### src/rtl/bmon_pkg.sv
package bmon_pkg;

  typedef enum logic [2:0] {
    ST_IDLE,
    ST_ATTN,
    ST_CMD,
    ST_STOP,
    ST_GAP,
    ST_DATA
  } mon_state_t;

  localparam logic [1:0] CODE_TALK   = 2'b11;
  localparam logic [1:0] CODE_LISTEN = 2'b10;

endpackage

### src/rtl/bmon_sync.sv
module bmon_sync #(
  parameter int unsigned STAGES    = 2,
  parameter logic        RESET_VAL = 1'b1
) (
  input  logic clk,
  input  logic rst_n,
  input  logic d,
  output logic q
);

  logic [STAGES-1:0] chain;

  always_ff @(posedge clk or negedge rst_n) begin
    if (!rst_n) chain <= {STAGES{RESET_VAL}};
    else        chain <= {chain[STAGES-2:0], d};
  end

  assign q = chain[STAGES-1];

endmodule

### src/rtl/bmon_pulse_timer.sv
module bmon_pulse_timer #(
  parameter int unsigned TICK_DIV = 8,
  parameter int unsigned LEN_W    = 11
) (
  input  logic             clk,
  input  logic             rst_n,
  input  logic             line,
  output logic             level,
  output logic             rose,
  output logic             fell,
  output logic [LEN_W-1:0] width
);

  logic             line_d;
  logic             tick;
  logic [LEN_W-1:0] cnt;
  logic             edge_seen;

  // microsecond tick: direct when the clock already runs at the tick rate
  generate
    if (TICK_DIV <= 1) begin : g_direct
      assign tick = 1'b1;
    end else begin : g_div
      localparam int unsigned DW = $clog2(TICK_DIV);
      localparam logic [DW-1:0] DIV_LAST = DW'(TICK_DIV - 1);
      logic [DW-1:0] div;
      always_ff @(posedge clk or negedge rst_n) begin
        if (!rst_n)               div <= '0;
        else if (div == DIV_LAST) div <= '0;
        else                      div <= div + 1'b1;
      end
      assign tick = (div == DIV_LAST);
    end
  endgenerate

  always_ff @(posedge clk or negedge rst_n) begin
    if (!rst_n) line_d <= 1'b1;
    else        line_d <= line;
  end

  assign edge_seen = line ^ line_d;

  // width of the level in progress, saturating
  always_ff @(posedge clk or negedge rst_n) begin
    if (!rst_n)                  cnt <= '0;
    else if (edge_seen)          cnt <= tick ? LEN_W'(1) : '0;
    else if (tick && cnt != '1)  cnt <= cnt + 1'b1;
  end

  assign level = line;
  assign rose  = line & ~line_d;
  assign fell  = ~line & line_d;
  assign width = cnt;

  AST_EDGE_RESTART: assert property (@(posedge clk) disable iff (!rst_n)
    (rose || fell) |=> (width <= LEN_W'(1)));

endmodule

### src/rtl/bmon_frame_fsm.sv
module bmon_frame_fsm
  import bmon_pkg::*;
#(
  parameter int unsigned LEN_W      = 11,
  parameter int unsigned MAX_BYTES  = 8,
  parameter int unsigned CNT_W      = 4,
  parameter int unsigned ATTN_US    = 800,
  parameter int unsigned STOP_MAX_US = 100,
  parameter int unsigned SRQ_MIN_US = 140,
  parameter int unsigned SRQ_MAX_US = 500,
  parameter int unsigned GAP_US     = 260,
  parameter int unsigned END_US     = 200
) (
  input  logic                   clk,
  input  logic                   rst_n,
  input  logic                   level,
  input  logic                   rose,
  input  logic                   fell,
  input  logic [LEN_W-1:0]       width,
  output logic                   done,
  output logic [7:0]             cmd_byte,
  output logic                   srq,
  output logic [CNT_W-1:0]       byte_cnt,
  output logic [MAX_BYTES*8-1:0] data
);

  localparam logic [LEN_W-1:0] ATTN_L    = LEN_W'(ATTN_US);
  localparam logic [LEN_W-1:0] STOPMAX_L = LEN_W'(STOP_MAX_US);
  localparam logic [LEN_W-1:0] SRQMIN_L  = LEN_W'(SRQ_MIN_US);
  localparam logic [LEN_W-1:0] SRQMAX_L  = LEN_W'(SRQ_MAX_US);
  localparam logic [LEN_W-1:0] GAP_L     = LEN_W'(GAP_US);
  localparam logic [LEN_W-1:0] END_L     = LEN_W'(END_US);
  localparam logic [CNT_W-1:0] MAX_C     = CNT_W'(MAX_BYTES);

  mon_state_t               state;
  logic [7:0]               cmd_sh;
  logic [2:0]               cmd_n;
  logic [LEN_W-1:0]         low_q;
  logic                     have_low;
  logic                     start_pend;
  logic [7:0]               byte_sh;
  logic [2:0]               sub_n;
  logic                     srq_q;
  logic [CNT_W-1:0]         cnt_q;
  logic [MAX_BYTES*8-1:0]   data_q;

  logic                     cell_bit;
  logic [7:0]               new_byte;
  logic                     attention;

  // a cell is a one when its low part is shorter than its high part
  assign cell_bit  = (low_q < width);
  assign new_byte  = {byte_sh[6:0], cell_bit};
  assign attention = !level && (width >= ATTN_L) && (state != ST_ATTN);

  always_ff @(posedge clk or negedge rst_n) begin
    if (!rst_n) begin
      state      <= ST_IDLE;
      cmd_sh     <= '0;
      cmd_n      <= '0;
      low_q      <= '0;
      have_low   <= 1'b0;
      start_pend <= 1'b0;
      byte_sh    <= '0;
      sub_n      <= '0;
      srq_q      <= 1'b0;
      cnt_q      <= '0;
      data_q     <= '0;
      done       <= 1'b0;
    end else begin
      done <= 1'b0;
      if (attention) begin
        state      <= ST_ATTN;
        cmd_sh     <= '0;
        cmd_n      <= '0;
        have_low   <= 1'b0;
        start_pend <= 1'b0;
        byte_sh    <= '0;
        sub_n      <= '0;
        srq_q      <= 1'b0;
        cnt_q      <= '0;
        data_q     <= '0;
      end else begin
        unique case (state)
          ST_IDLE: ;
          ST_ATTN: begin
            if (rose) begin
              state    <= ST_CMD;
              have_low <= 1'b0;
              cmd_n    <= '0;
            end
          end
          ST_CMD: begin
            if (rose) begin
              low_q    <= width;
              have_low <= 1'b1;
            end else if (fell && have_low) begin
              cmd_sh   <= {cmd_sh[6:0], cell_bit};
              have_low <= 1'b0;
              if (cmd_n == 3'd7) state <= ST_STOP;
              else               cmd_n <= cmd_n + 1'b1;
            end else if (level && width >= END_L) begin
              state <= ST_IDLE;
            end
          end
          ST_STOP: begin
            if (rose) begin
              if (width < STOPMAX_L) begin
                srq_q <= 1'b0;
                state <= ST_GAP;
              end else if (width >= SRQMIN_L && width <= SRQMAX_L) begin
                srq_q <= 1'b1;
                state <= ST_GAP;
              end else begin
                state <= ST_IDLE;
              end
            end
          end
          ST_GAP: begin
            if (fell) begin
              state      <= ST_DATA;
              have_low   <= 1'b0;
              start_pend <= 1'b1;
              sub_n      <= '0;
            end else if (level && width >= GAP_L) begin
              done  <= 1'b1;
              state <= ST_IDLE;
            end
          end
          ST_DATA: begin
            if (rose) begin
              low_q    <= width;
              have_low <= 1'b1;
            end else if (fell && have_low) begin
              have_low <= 1'b0;
              if (start_pend) begin
                start_pend <= 1'b0;
              end else begin
                byte_sh <= new_byte;
                if (sub_n == 3'd7) begin
                  sub_n <= '0;
                  if (cnt_q < MAX_C) begin
                    for (int k = 0; k < int'(MAX_BYTES); k++) begin
                      if (cnt_q == CNT_W'(k)) data_q[k*8 +: 8] <= new_byte;
                    end
                    cnt_q <= cnt_q + 1'b1;
                  end
                end else begin
                  sub_n <= sub_n + 1'b1;
                end
              end
            end else if (level && width >= END_L) begin
              done  <= 1'b1;
              state <= ST_IDLE;
            end
          end
          default: state <= ST_IDLE;
        endcase
      end
    end
  end

  assign cmd_byte = cmd_sh;
  assign srq      = srq_q;
  assign byte_cnt = cnt_q;
  assign data     = data_q;

  AST_ATTN_CLEARS: assert property (@(posedge clk) disable iff (!rst_n)
    (state == ST_ATTN) |-> (srq_q == 1'b0 && cnt_q == '0));
  AST_GAP_NO_BYTES: assert property (@(posedge clk) disable iff (!rst_n)
    (state == ST_GAP) |-> (cnt_q == '0));
  AST_CNT_BOUND: assert property (@(posedge clk) disable iff (!rst_n)
    cnt_q <= MAX_C);
  AST_DONE_AFTER_HIGH: assert property (@(posedge clk) disable iff (!rst_n)
    done |-> $past(level));
  AST_SRQ_ONLY_AT_STOP: assert property (@(posedge clk) disable iff (!rst_n)
    !$stable(srq_q) |-> ($past(state) == ST_STOP || state == ST_ATTN));
  AST_CNT_ONLY_IN_DATA: assert property (@(posedge clk) disable iff (!rst_n)
    !$stable(cnt_q) |-> ($past(state) == ST_DATA || state == ST_ATTN));

endmodule

### src/rtl/srq_bus_monitor.sv
module srq_bus_monitor #(
  parameter int unsigned TICK_DIV    = 8,
  parameter int unsigned MAX_BYTES   = 8,
  parameter int unsigned ATTN_US     = 800,
  parameter int unsigned STOP_MAX_US = 100,
  parameter int unsigned SRQ_MIN_US  = 140,
  parameter int unsigned SRQ_MAX_US  = 500,
  parameter int unsigned GAP_US      = 260,
  parameter int unsigned END_US      = 200,
  localparam int unsigned CNT_W      = $clog2(MAX_BYTES + 1)
) (
  input  logic                   clk,
  input  logic                   rst_n,
  input  logic                   bus_in,
  output logic                   rpt_valid,
  input  logic                   rpt_ready,
  output logic [3:0]             rpt_addr,
  output logic [1:0]             rpt_code,
  output logic [1:0]             rpt_reg,
  output logic                   rpt_srq,
  output logic [CNT_W-1:0]       rpt_count,
  output logic [MAX_BYTES*8-1:0] rpt_data
);

  localparam int unsigned LEN_W = $clog2(ATTN_US + 1) + 1;

  logic                   line_s;
  logic                   level;
  logic                   rose;
  logic                   fell;
  logic [LEN_W-1:0]       width;
  logic                   f_done;
  logic [7:0]             f_cmd;
  logic                   f_srq;
  logic [CNT_W-1:0]       f_cnt;
  logic [MAX_BYTES*8-1:0] f_data;
  logic                   load;

  bmon_sync #(.STAGES(2), .RESET_VAL(1'b1)) u_sync (
    .clk   (clk),
    .rst_n (rst_n),
    .d     (bus_in),
    .q     (line_s)
  );

  bmon_pulse_timer #(.TICK_DIV(TICK_DIV), .LEN_W(LEN_W)) u_timer (
    .clk   (clk),
    .rst_n (rst_n),
    .line  (line_s),
    .level (level),
    .rose  (rose),
    .fell  (fell),
    .width (width)
  );

  bmon_frame_fsm #(
    .LEN_W       (LEN_W),
    .MAX_BYTES   (MAX_BYTES),
    .CNT_W       (CNT_W),
    .ATTN_US     (ATTN_US),
    .STOP_MAX_US (STOP_MAX_US),
    .SRQ_MIN_US  (SRQ_MIN_US),
    .SRQ_MAX_US  (SRQ_MAX_US),
    .GAP_US      (GAP_US),
    .END_US      (END_US)
  ) u_fsm (
    .clk      (clk),
    .rst_n    (rst_n),
    .level    (level),
    .rose     (rose),
    .fell     (fell),
    .width    (width),
    .done     (f_done),
    .cmd_byte (f_cmd),
    .srq      (f_srq),
    .byte_cnt (f_cnt),
    .data     (f_data)
  );

  // a finished frame is taken only when the slot is free or being emptied
  assign load = f_done && (!rpt_valid || rpt_ready);

  always_ff @(posedge clk or negedge rst_n) begin
    if (!rst_n) begin
      rpt_valid <= 1'b0;
      rpt_addr  <= '0;
      rpt_code  <= '0;
      rpt_reg   <= '0;
      rpt_srq   <= 1'b0;
      rpt_count <= '0;
      rpt_data  <= '0;
    end else if (load) begin
      rpt_valid <= 1'b1;
      rpt_addr  <= f_cmd[7:4];
      rpt_code  <= f_cmd[3:2];
      rpt_reg   <= f_cmd[1:0];
      rpt_srq   <= f_srq;
      rpt_count <= f_cnt;
      rpt_data  <= f_data;
    end else if (rpt_ready) begin
      rpt_valid <= 1'b0;
    end
  end

  AST_HOLD_STABLE: assert property (@(posedge clk) disable iff (!rst_n)
    (rpt_valid && !rpt_ready) |=> (rpt_valid && $stable(rpt_addr) && $stable(rpt_code) && $stable(rpt_reg) && $stable(rpt_srq) && $stable(rpt_count) && $stable(rpt_data)));
  AST_VALID_DROP: assert property (@(posedge clk) disable iff (!rst_n)
    (rpt_valid && rpt_ready && !f_done) |=> !rpt_valid);

endmodule

### config.mk
export PLATFORM = sky130hd
export DESIGN_NAME = srq_bus_monitor
export DESIGN_NICKNAME = d
export VERILOG_FILES = /design/src/rtl/bmon_pkg.sv /design/src/rtl/bmon_sync.sv /design/src/rtl/bmon_pulse_timer.sv /design/src/rtl/bmon_frame_fsm.sv /design/src/rtl/srq_bus_monitor.sv
export SDC_FILE = /design/constraint.sdc
export NUM_CORES = 1
export LEC_CHECK = 0
export BUFFER_PORTS_ARGS = -buffer_cell sky130_fd_sc_hd__buf_2
export CAP_MARGIN = 25
export CORE_MARGIN = 3
export CORE_UTILIZATION = 64
export DETAILED_ROUTE_END_ITERATION = 6
export GPL_TIMING_DRIVEN = 0
export HOLD_SLACK_MARGIN = 0.06
export PLACE_DENSITY = 0.85
export SKIP_LAST_GASP = 1
export SYNTH_ARGS = -nofsm -noshare
export SYNTH_HDL_FRONTEND = slang
export SYNTH_SLANG_ARGS = --single-unit
### constraint.sdc
create_clock -name clk -period 3.67 [get_ports clk]
set_clock_uncertainty 0.1 [all_clocks]
set_input_delay 0.367 -clock clk [delete_from_list [all_inputs] [get_ports clk]]
set_output_delay 0.367 -clock clk [all_outputs]
set_load 0.05 [all_outputs]
After elaboration in Yosys (flattened, before gate mapping):

Cells that the tools add are included.

* $add $sub $neg: 5
* magnitude comparators: 8
* equality and inequality tests: 33
* muxes and demuxes: 86
* bitwise logic cells: 6
* reduce and logical (&&, ||, !) cells: 53

Operators with widths (count)
* two-way mux 64 bit: 7
* two-way mux 8 bit: 12
* two-way mux 3 bit: 25
* AND reduction 7 bit: 8
* two-way mux 7 bit: 5
* nonzero test 2 bit: 17
* two-way mux 4 bit: 7
* >= comparator 11 x 8 -> 1 bit (second input constant): 2
* two-way mux 1 bit: 22
* two-way mux 11 bit: 2
* inequality test 3 x 2 -> 1 bit (second input constant): 6
* one-hot mux 3 bit (6 select lines): 1
* equality test 4 x 3 -> 1 bit (second input constant): 4
* equality test 3 bit (second input constant): 5
* inequality test 3 x 1 -> 1 bit (second input constant): 4
* one-hot mux 3 bit (2 select lines): 2
* AND reduction 4 bit: 3
* adder 11 x 1 -> 11 bit (second input constant): 1
* >= comparator 11 x 10 -> 1 bit (second input constant): 1
* >= comparator 11 x 9 -> 1 bit (second input constant): 1
* less-or-equal comparator 11 x 9 -> 1 bit (second input constant): 1
* < comparator 11 bit: 1
* < comparator 11 x 7 -> 1 bit (second input constant): 1
* inequality test 11 bit (second input constant): 1
* 29 further kinds: 52

* register bits: 202
* output and inout bits: 78
* logic and storage cells: 221

Depth between registers and ports, before layout:

Gate-level depths: netlist of the first run.

* word-level depth: 9
* gate-level depth with buffers: 9

Cells and area by module:

A second synthesis of the first run with hierarchy kept.

* cells, all modules: 645
* area total of the unflattened synthesis: 8903.5 um^2

Modules (own cells, without submodules)
* bmon_frame_fsm: times used 1, cells each 409, area an instance 5084.9 um^2
* srq_bus_monitor: times used 1, cells each 166, area an instance 3022.9 um^2
* bmon_pulse_timer: times used 1, cells each 68, area an instance 743.2 um^2
* bmon_sync: times used 1, cells each 2, area an instance 52.6 um^2

Least setup slack after synthesis of the first run:

No wires, ideal clock.

* path type: reg-to-reg
* start point: reg u_sync.chain[1]
* end point: reg u_fsm.data_q[60], in the netlist u_fsm.data[60]
* setup time: 0.083 ns
* arrival time: 2.043 ns
* setup slack: 1.445 ns
* cell stages (with the launch flop): 10
* buffers on the path: 2
* period minus slack after synthesis: 2.225 ns
* path through: dfstp_2 inv_1 ha_1 and4b_1 clkbuf_1 nand4_1 a21oi_1 clkbuf_1 nand3_1 o21ai_0

* longest elaborated chain between the ends: 5
* elaborated cells on any way between the ends: 16
* those cells by class: eq/ne: 2; mux: 1; bitwise: 3; reduce/logical: 10

Ends and longest elaborated chain
* start: declaration: line bmon_sync.sv:11 `logic [STAGES-1:0] chain;`
* start signal: assignment: line bmon_sync.sv:14 `if (!rst_n) chain <= {STAGES{RESET_VAL}};`
* start signal: assignment: line bmon_sync.sv:15 `else chain <= {chain[STAGES-2:0], d};`
* logical NOT 1 bit / inverter 1 bit (equally long branches): line bmon_frame_fsm.sv:54, bmon_pulse_timer.sv:52
* logical AND 1 bit / AND 1 bit (equally long branches): line bmon_frame_fsm.sv:54, bmon_pulse_timer.sv:52
* logical AND 1 bit (on tied branches): line bmon_frame_fsm.sv:54, bmon_frame_fsm.sv:134
* inequality test 2 bit (no line) (tied with other cells)
* AND reduction 7 bit (no line)
* end signal: indexed assignment: line bmon_frame_fsm.sv:144 `if (cnt_q == CNT_W'(k)) data_q[k*8 +: 8] <= new_byte;`
* end: declaration: line bmon_frame_fsm.sv:45 `logic [MAX_BYTES*8-1:0] data_q;`

Several ways; a longest one is shown, not always the timed one.
A chain may end at the register's enable or synchronous reset.

Worst setup path after layout of the first run:

* start point: reg u_sync.chain[1]
* end point: reg u_fsm.data_q[61], in the netlist u_fsm.data[61]

Same word-level chain as after synthesis.

==> out/qor.csv, run 1 <==
metric;value;unit
detailed placement HPWL;14600;microns
yosys warns;0;
metal2 WL;10600;microns
largest net degree at the start of global routing;122;
gr ovfl total;0;
HP Class;in2reg;
CP Capture Type;register;
CP required;3.96;ns
adder-cell share of the synthesized area;3.59;%
CP Launch Type;register;
initial antenna violation count;0;
metal3 WL;1230;microns
fraction of layout cells with a size suffix above 1;24.7;%
PortBufs;81;
sequential fraction of the synthesis area;58.0;%
Max Used Layer;met4;
synthesized flop and latch total;202;
Avg Inst Size Synth;11.2;sq um
post-synth top area share;57.1;%
Starting DRT DRC Count;549;
Detailed Routing Iterations Pass 1;5;
Via Count;6492;
core area;13300;sq um
Most used DFF post-synth;dfrtp_1;
hold_buf cts;2;
wire length on met1;8470;microns
Final Hold Viols;0;
Post-Place Cells;1033;
peak supply drop;0.331;mV
Setup CP Type;reg2reg;
first-pass GRT wire length;33900;microns
cell row count;42;
cell taking the most area after synthesis;dfrtp_1;
Async SR Flop Fraction;100;%
number of global-route vias before repair;6625;
Fill cells;859;
total global-route track usage;28.3;%
Slew Limit Fails;0;
Pleak;5.01;nW
status;completed;
mux cell area share after synthesis;10.7;%
area of the die;15100;sq um
Relative slew margins;29.3;%
Power Density;453;nW/um^2
crit path max fanout;10;
Worst EP arrival;3.21;ns
Syn Inst Count;775;
Initial Utilization;65.6;%
Worst Setup Slack, final;0.749;ns
Final Wtd Congestion;0.879;
clock root buffer;clkbuf_16;
Chip Height;123;microns
fin area;10100;sq um
RSZ-0062 raised after global routing;false;
top cells by area, synth;dfrtp_1, mux2_2, o21ai_0;
XOR/XNOR share of the synthesized area;0.402;%
fmax;342;MHz
# IOs;82;
worst skew pair latency;0.50;ns
antenna-violating nets left;0;
drt via density;6.05;
Setup Buffers After CTS;0;
Max clock buf depth;3;
Synth Area in Compound Gates;12.1;%
post-CTS sizing;0;
Worst-Margin Slew;1.05;ns
DP Worst Slack;0.845;ns
ANT cells;0;
largest family of logic cells by synthesized area;compound AO/OA/AOI/OAI gates;
CTS H-tree depth;1;
DR DRC count;0;
TritonCTS Sinks;202;
final wirelength;20800;microns
syn_nets;804;
Post-synth EDFFs;0;
count of cell types in the netlist;63;
non-filler instance count after layout;1073;
clock-pin transition on the worst setup and hold timing paths;0.07;ns
Layout area overhead;16.4;%
period utilization;79.6;%
CTS buffer count;21;
Area after DPL;9380;sq um
wire length per cell;19.4;microns
Final #Nets;911;
Netlist Area Pre-Place;8720;sq um
setup TNS;0;ns
Max Cap Viol;0;
minimum clock period;2.92;ns
setup violators final;0;
CTS tree;done;
chip width;123;microns
Synth Area in Simple Gates;11.8;%
==> final timing paths <==
kind / startpoint / end / slack, ns / depth (start not counted)
max in group asynchronous: rst_n / u_fsm.cmd_n[0]$_DFFE_PN0P_ / 2.09 / 3
hold reg to reg: u_sync.chain[0]$_DFF_PN1_ / u_sync.chain[1]$_DFF_PN1_ / 0.25 / 0
setup reg to reg: u_sync.chain[1]$_DFF_PN1_ / u_fsm.data[61]$_DFFE_PN0P_ / 0.75 / 9
hold / removal: rpt_ready / rpt_valid$_DFFE_PN0P_ / 0.11 / 3
min in group asynchronous: rst_n / rpt_data[44]$_DFFE_PN0P_ / 0.35 / 2
setup / recovery: u_sync.chain[1]$_DFF_PN1_ / u_fsm.data[61]$_DFFE_PN0P_ / 0.75 / 9
==> per-stage QoR <==
stage	utilization (%)	total power [mW]	hold WS (ns)
2_1_floorplan	-	2.30	-0.0286
3_3_place_gp	70.3	2.35	0.246
3_5_place_dp	70.5	2.36	0.253
4_1_cts	76.3	4.61	0.0849
5_1_grt	76.3	4.71	0.0997
6_report	76.3	4.60	0.105
==> power breakdown <==
| part | switching (mW) | leakage (nW) | total (mW) | internal, mW |
|---|---|---|---|---|
| registers | 0.00327 | 2.81 | 2.23 | 2.23 |
| logic | 0.0664 | 1.84 | 0.0830 | 0.0167 |
| clock network | 0.860 | 0.365 | 2.28 | 1.42 |
| total | 0.930 | 5.01 | 4.60 | 3.67 |
==> routing by layer <==
layer  vias up  GRT usage [%]
met3        55           4.52
li1       2924              -
met4         0           8.05
met5         -              0
met1      3245           37.3
met2       268           48.9
==> layout by cell type (no fill, tap or decap), types with 6 or more instances in the layout <==
cell type,n
buf_1,8
nand2_1,121
a21oi_1,18
nand3_1,18
buf_2,92
nand4_1,10
nor2b_1,8
nor3_1,7
inv_1,30
ha_1,25
nand2b_1,6
o21ai_0,99
a32o_1,8
nor2_1,17
a21o_1,6
and2_1,6
clkbuf_16,21
dfrtp_1,199
mux2_2,80
clkbuf_1,24
==> cell type report <==
class,count,area (sq um),area share [%]
Clock inverter,9,151,1.49
Sequential cell,202,5060,49.9
Clock buffer,29,596,5.87
Buffer,42,184,1.81
Timing Repair Buffer,84,463,4.56
Inverter,30,113,1.11
Tap cell,176,220,2.17
Multi-Input combinational cell,501,3360,33.1
==> synth_stat cells (5+ instances only) <==
cell	number
dfrtp_1	199
nand2_1	121
o21ai_0	99
mux2_2	80
inv_1	30
ha_1	25
clkbuf_1	20
a21oi_1	18
nand3_1	18
nor2_1	17
buf_2	12
nand4_1	10
a32o_1	8
buf_1	8
nor2b_1	8
nor3_1	7
a21o_1	6
and2_1	6
nand2b_1	6
o22a_1	5
==> cell families (layout without fill, tap and decap cells) <==
group / count (synthesis) / in the layout
flip-flops: 202 / 202
buffers and inverters: 72 / 194
AND/OR/NAND/NOR: 217 / 217
XOR/XNOR: 4 / 4
adder cells (fa/ha/maj): 25 / 25
multiplexers: 83 / 83
AO/OA/AOI/OAI: 172 / 172
==> worst max-delay path, cell delays in order, from the launching register on <==
cell and delay, ns:
dfstp_2 0.39, inv_1 0.15, ha_1 0.35, and4b_1 0.23, clkbuf_1 0.28, nand4_1 0.13
a21oi_1 0.55, clkbuf_1 0.38, nand3_1 0.14, o21ai_0 0.11
Power figures use the tool's default switching activity.
==> run 2, diff against run 1 <==
Settings changed: ABC_AREA set to 1, CORE_UTILIZATION 64 to 59, PLACE_DENSITY 0.85 to 0.79.
Clock period 3.67 ns to 2.7 ns, I/O delays scaled along.
==> run 2 against run 1 <==
Net effect:
- combinational power increased by 27%
- worst setup slack got worse by 0.49 ns
- maximum frequency increased by 19%
- wire length decreased by 7.0%
- register-to-register slack got worse by 0.49 ns
- largest cell class unchanged
==> out/qor.csv, run 2 <==
metric;value;unit;change
r2r startpoint;u_sync.chain[1]$_DFF_PN1_;;
CP required;2.96;ns;-1.00 ns
CP Launch Type;register;;
minimum clock period;2.45;ns;-0.476 ns
Syn Inst Count;944;;+22%
Register-to-Register Path Depth;5;;-4
peak supply drop;0.431;mV;+30%
wire length per cell;15.5;microns;-20%
detailed placement HPWL;13200;microns;-9.3%
PortBufs;81;;unchanged
gr ovfl total;0;;unchanged
DR DRC count;0;;unchanged
chip width;128;microns;+4.4%
core area;14600;sq um;+9.7%
CTS buffer count;22;;+4.8%
Layout area overhead;15.5;%;
XOR/XNOR share of the synthesized area;0.0995;%;-0.30 points
Max Used Layer;met4;;
Final Hold Viols;0;;unchanged
total global-route track usage;24.0;%;-4.3 points
largest net degree at the start of global routing;126;;+3.3%
Detailed Routing Iterations Pass 1;5;;unchanged
TritonCTS Sinks;202;;unchanged
mux cell area share after synthesis;3.07;%;-7.6 points
clock-pin transition on the worst setup and hold timing paths;0.06;ns;about the same
Max Cap Viol;0;;unchanged
drt via density;5.47;;-9.6%
number of global-route vias before repair;6304;;-4.8%
Via Count;6815;;+5.0%
clock root buffer;clkbuf_16;;
first-pass GRT wire length;31900;microns;-6.0%
ANT cells;0;;unchanged
setup TNS;0;ns;unchanged
cell taking the most area after synthesis;dfrtp_1;;
Synth top cells by count;nand2_1, dfrtp_1, inv_1;;
period utilization;90.6;%;+11 points
Setup Buffers After CTS;0;;unchanged
Register Area;5060;sq um;unchanged
fraction of layout cells with a size suffix above 1;16.9;%;-7.9 points
adder-cell share of the synthesized area;3.55;%;-0.035 points
count leader, synth;nand2_1;;
count of cell types in the netlist;36;;-43%
Most used DFF post-synth;dfrtp_1;;
Starting DRT DRC Count;460;;-16%
antenna-violating nets left;0;;unchanged
worst skew pair latency;0.50;ns;about the same
crit path cell chain;ha_1 > clkinv_1 > nand3_1 > clkbuf_1 > o21ai_0;;
RSZ-0062 raised after global routing;false;;
Initial Utilization;60.3;%;-5.2 points
Synth Area in Simple Gates;17.3;%;+5.5 points
hold_buf cts;3;;+1
Netlist Area Pre-Place;8800;sq um;+0.99%
Setup CP Type;reg2reg;;
CTS H-tree depth;1;;unchanged
Max clock buf depth;3;;unchanged
top cells by area, synth;dfrtp_1, nand2_1, o21ai_0;;
synthesized flop and latch total;202;;unchanged
Avg Inst Size Synth;9.32;sq um;-17%
Final #Nets;1082;;+19%
Async SR Flop Fraction;100;%;unchanged
Worst EP arrival;2.71;ns;-0.50 ns
CP Capture Type;register;;
CP startpoint;u_sync.chain[1]$_DFF_PN1_;;
Slowest-stage cell, CP;dfstp_2;;
yosys warns;0;;unchanged
area of the die;16400;sq um;+9.1%
CP top delay family;buffers and inverters;;
Chip Height;128;microns;+4.4%
leading cell type in the layout, fill and taps excluded;nand2_1;;
Synth Area in Compound Gates;12.1;%;-0.019 points
Post-synth EDFFs;0;;unchanged
commonest cells after routing, fill and taps aside;nand2_1, dfrtp_1, inv_1;;
fmax;409;MHz;+19%
# IOs;82;;unchanged
metal2 WL;9070;microns;-14%
cell row count;44;;+4.8%
area of the multi-input gates;3180;sq um;-5.5%
post-CTS sizing;0;;unchanged
Pleak;5.23;nW;+4.4%
Buf+Inv Stages, Crit Path;2;;-1
metal3 WL;1180;microns;-3.6%
Power Density;583;nW/um^2;+29%
initial antenna violation count;0;;unchanged
Relative slew margins;57.0;%;+28 points
R2R Setup Slk;0.25;ns;-0.49 ns
Worst Setup Slack, final;0.255;ns;-0.494 ns
crit path max fanout;10;;unchanged
syn_nets;973;;+21%
setup violators final;0;;unchanged
DP Worst Slack;0.340;ns;-0.505 ns
peak per-stage delay on the critical path;0.59;ns;+0.04 ns
r2r endpoint;u_fsm.byte_sh[5]$_DFFE_PN0P_;;
status;completed;;
HP Class;in2async;;
Slew Limit Fails;0;;unchanged
Fill cells;1099;;+28%
CTS tree;done;;
final wirelength;19400;microns;-7.0%
wire length on met1;8630;microns;+1.9%
Worst-Margin Slew;0.645;ns;-0.408 ns
post-synth top area share;56.6;%;-0.56 points
Final Wtd Congestion;0.924;;+5.2%
largest family of logic cells by synthesized area;simple AND/OR/NAND/NOR gates;;
sequential fraction of the synthesis area;57.5;%;-0.57 points
-- run 2: cell types whose count changed after synthesis, sizes merged, moves of 7 or more --
cell	before	now
a32o	8	0
and2	7	0
buf	22	15
inv	30	109
mux2	80	24
nand2	121	255
nand3	18	34
nor2	17	43
nor2b	8	0
o21ai	103	166
o22ai	0	8
-- run 2: metrics by stage --
| step | cell area [sq um] | power (mW) | instances | utilization, % | hold slack (ns) |
|---|---|---|---|---|---|
| floorplan | 8800 | 3.12 | 944 | - | -0.126 |
| global placement | 9440 | 3.19 | 1209 | 64.7 | 0.249 |
| detailed placement | 9480 | 3.20 | 1210 | 64.9 | 0.178 |
| CTS | 10200 | 5.98 | 1246 | 69.7 | 0.242 |
| global route | 10200 | 6.11 | 1246 | 69.7 | 0.259 |
| finish | 10200 | 5.93 | 1246 | 69.7 | 0.225 |
-- run 2: cell type report --
type / count / share of cell area [%]
buffer: 29 / 1.53
clock inverter: 5 / 0.665
inverter: 110 / 4.06
clock buffer: 28 / 5.83
timing repair buffer: 85 / 4.65
sequential: 202 / 49.8
multi-input combinational: 603 / 31.2
tap: 184 / 2.26
-- run 2: report_power, final --
part	leakage [nW]	switching (mW)	total (mW)	internal, mW
registers	2.81	0.00403	3.04	3.03
clock network	0.319	1.15	2.79	1.64
logic	2.10	0.0864	0.105	0.0190
total	5.23	1.24	5.93	4.69
-- run 2: worst max-delay path by stage --
| stage | cells past startpoint | slack [ns] | to |
|---|---|---|---|
| floorplan | 5 | 0.76 | u_fsm.byte_sh[4]$_DFFE_PN0P_ |
| global placement | 1 | -2.00 | rpt_data[58]$_DFFE_PN0P_ |
| detailed placement | 5 | 0.34 | u_fsm.byte_sh[5]$_DFFE_PN0P_ |
| CTS | 10 | 0.32 | u_fsm.data[56]$_DFFE_PN0P_ |
| global route | 6 | 0.05 | u_fsm.byte_sh[5]$_DFFE_PN0P_ |
| finish | 5 | 0.25 | u_fsm.byte_sh[5]$_DFFE_PN0P_ |
-- run 2: kinds of logic after synthesis --
family	after synthesis
and+or+nand+nor	351
AOI/OAI and AO/OA	202
DFF	202
buffers and inverters	139
adders and majority gates	25
muxes	24
xor gates and xnor gates	1
-- run 2: metal layers --
metal  global-route usage [%]  up-vias
met5                        0        -
met4                     7.05        0
met3                     3.54       37
met2                     38.1      225
met1                     34.8     3254
li1                         -     3299
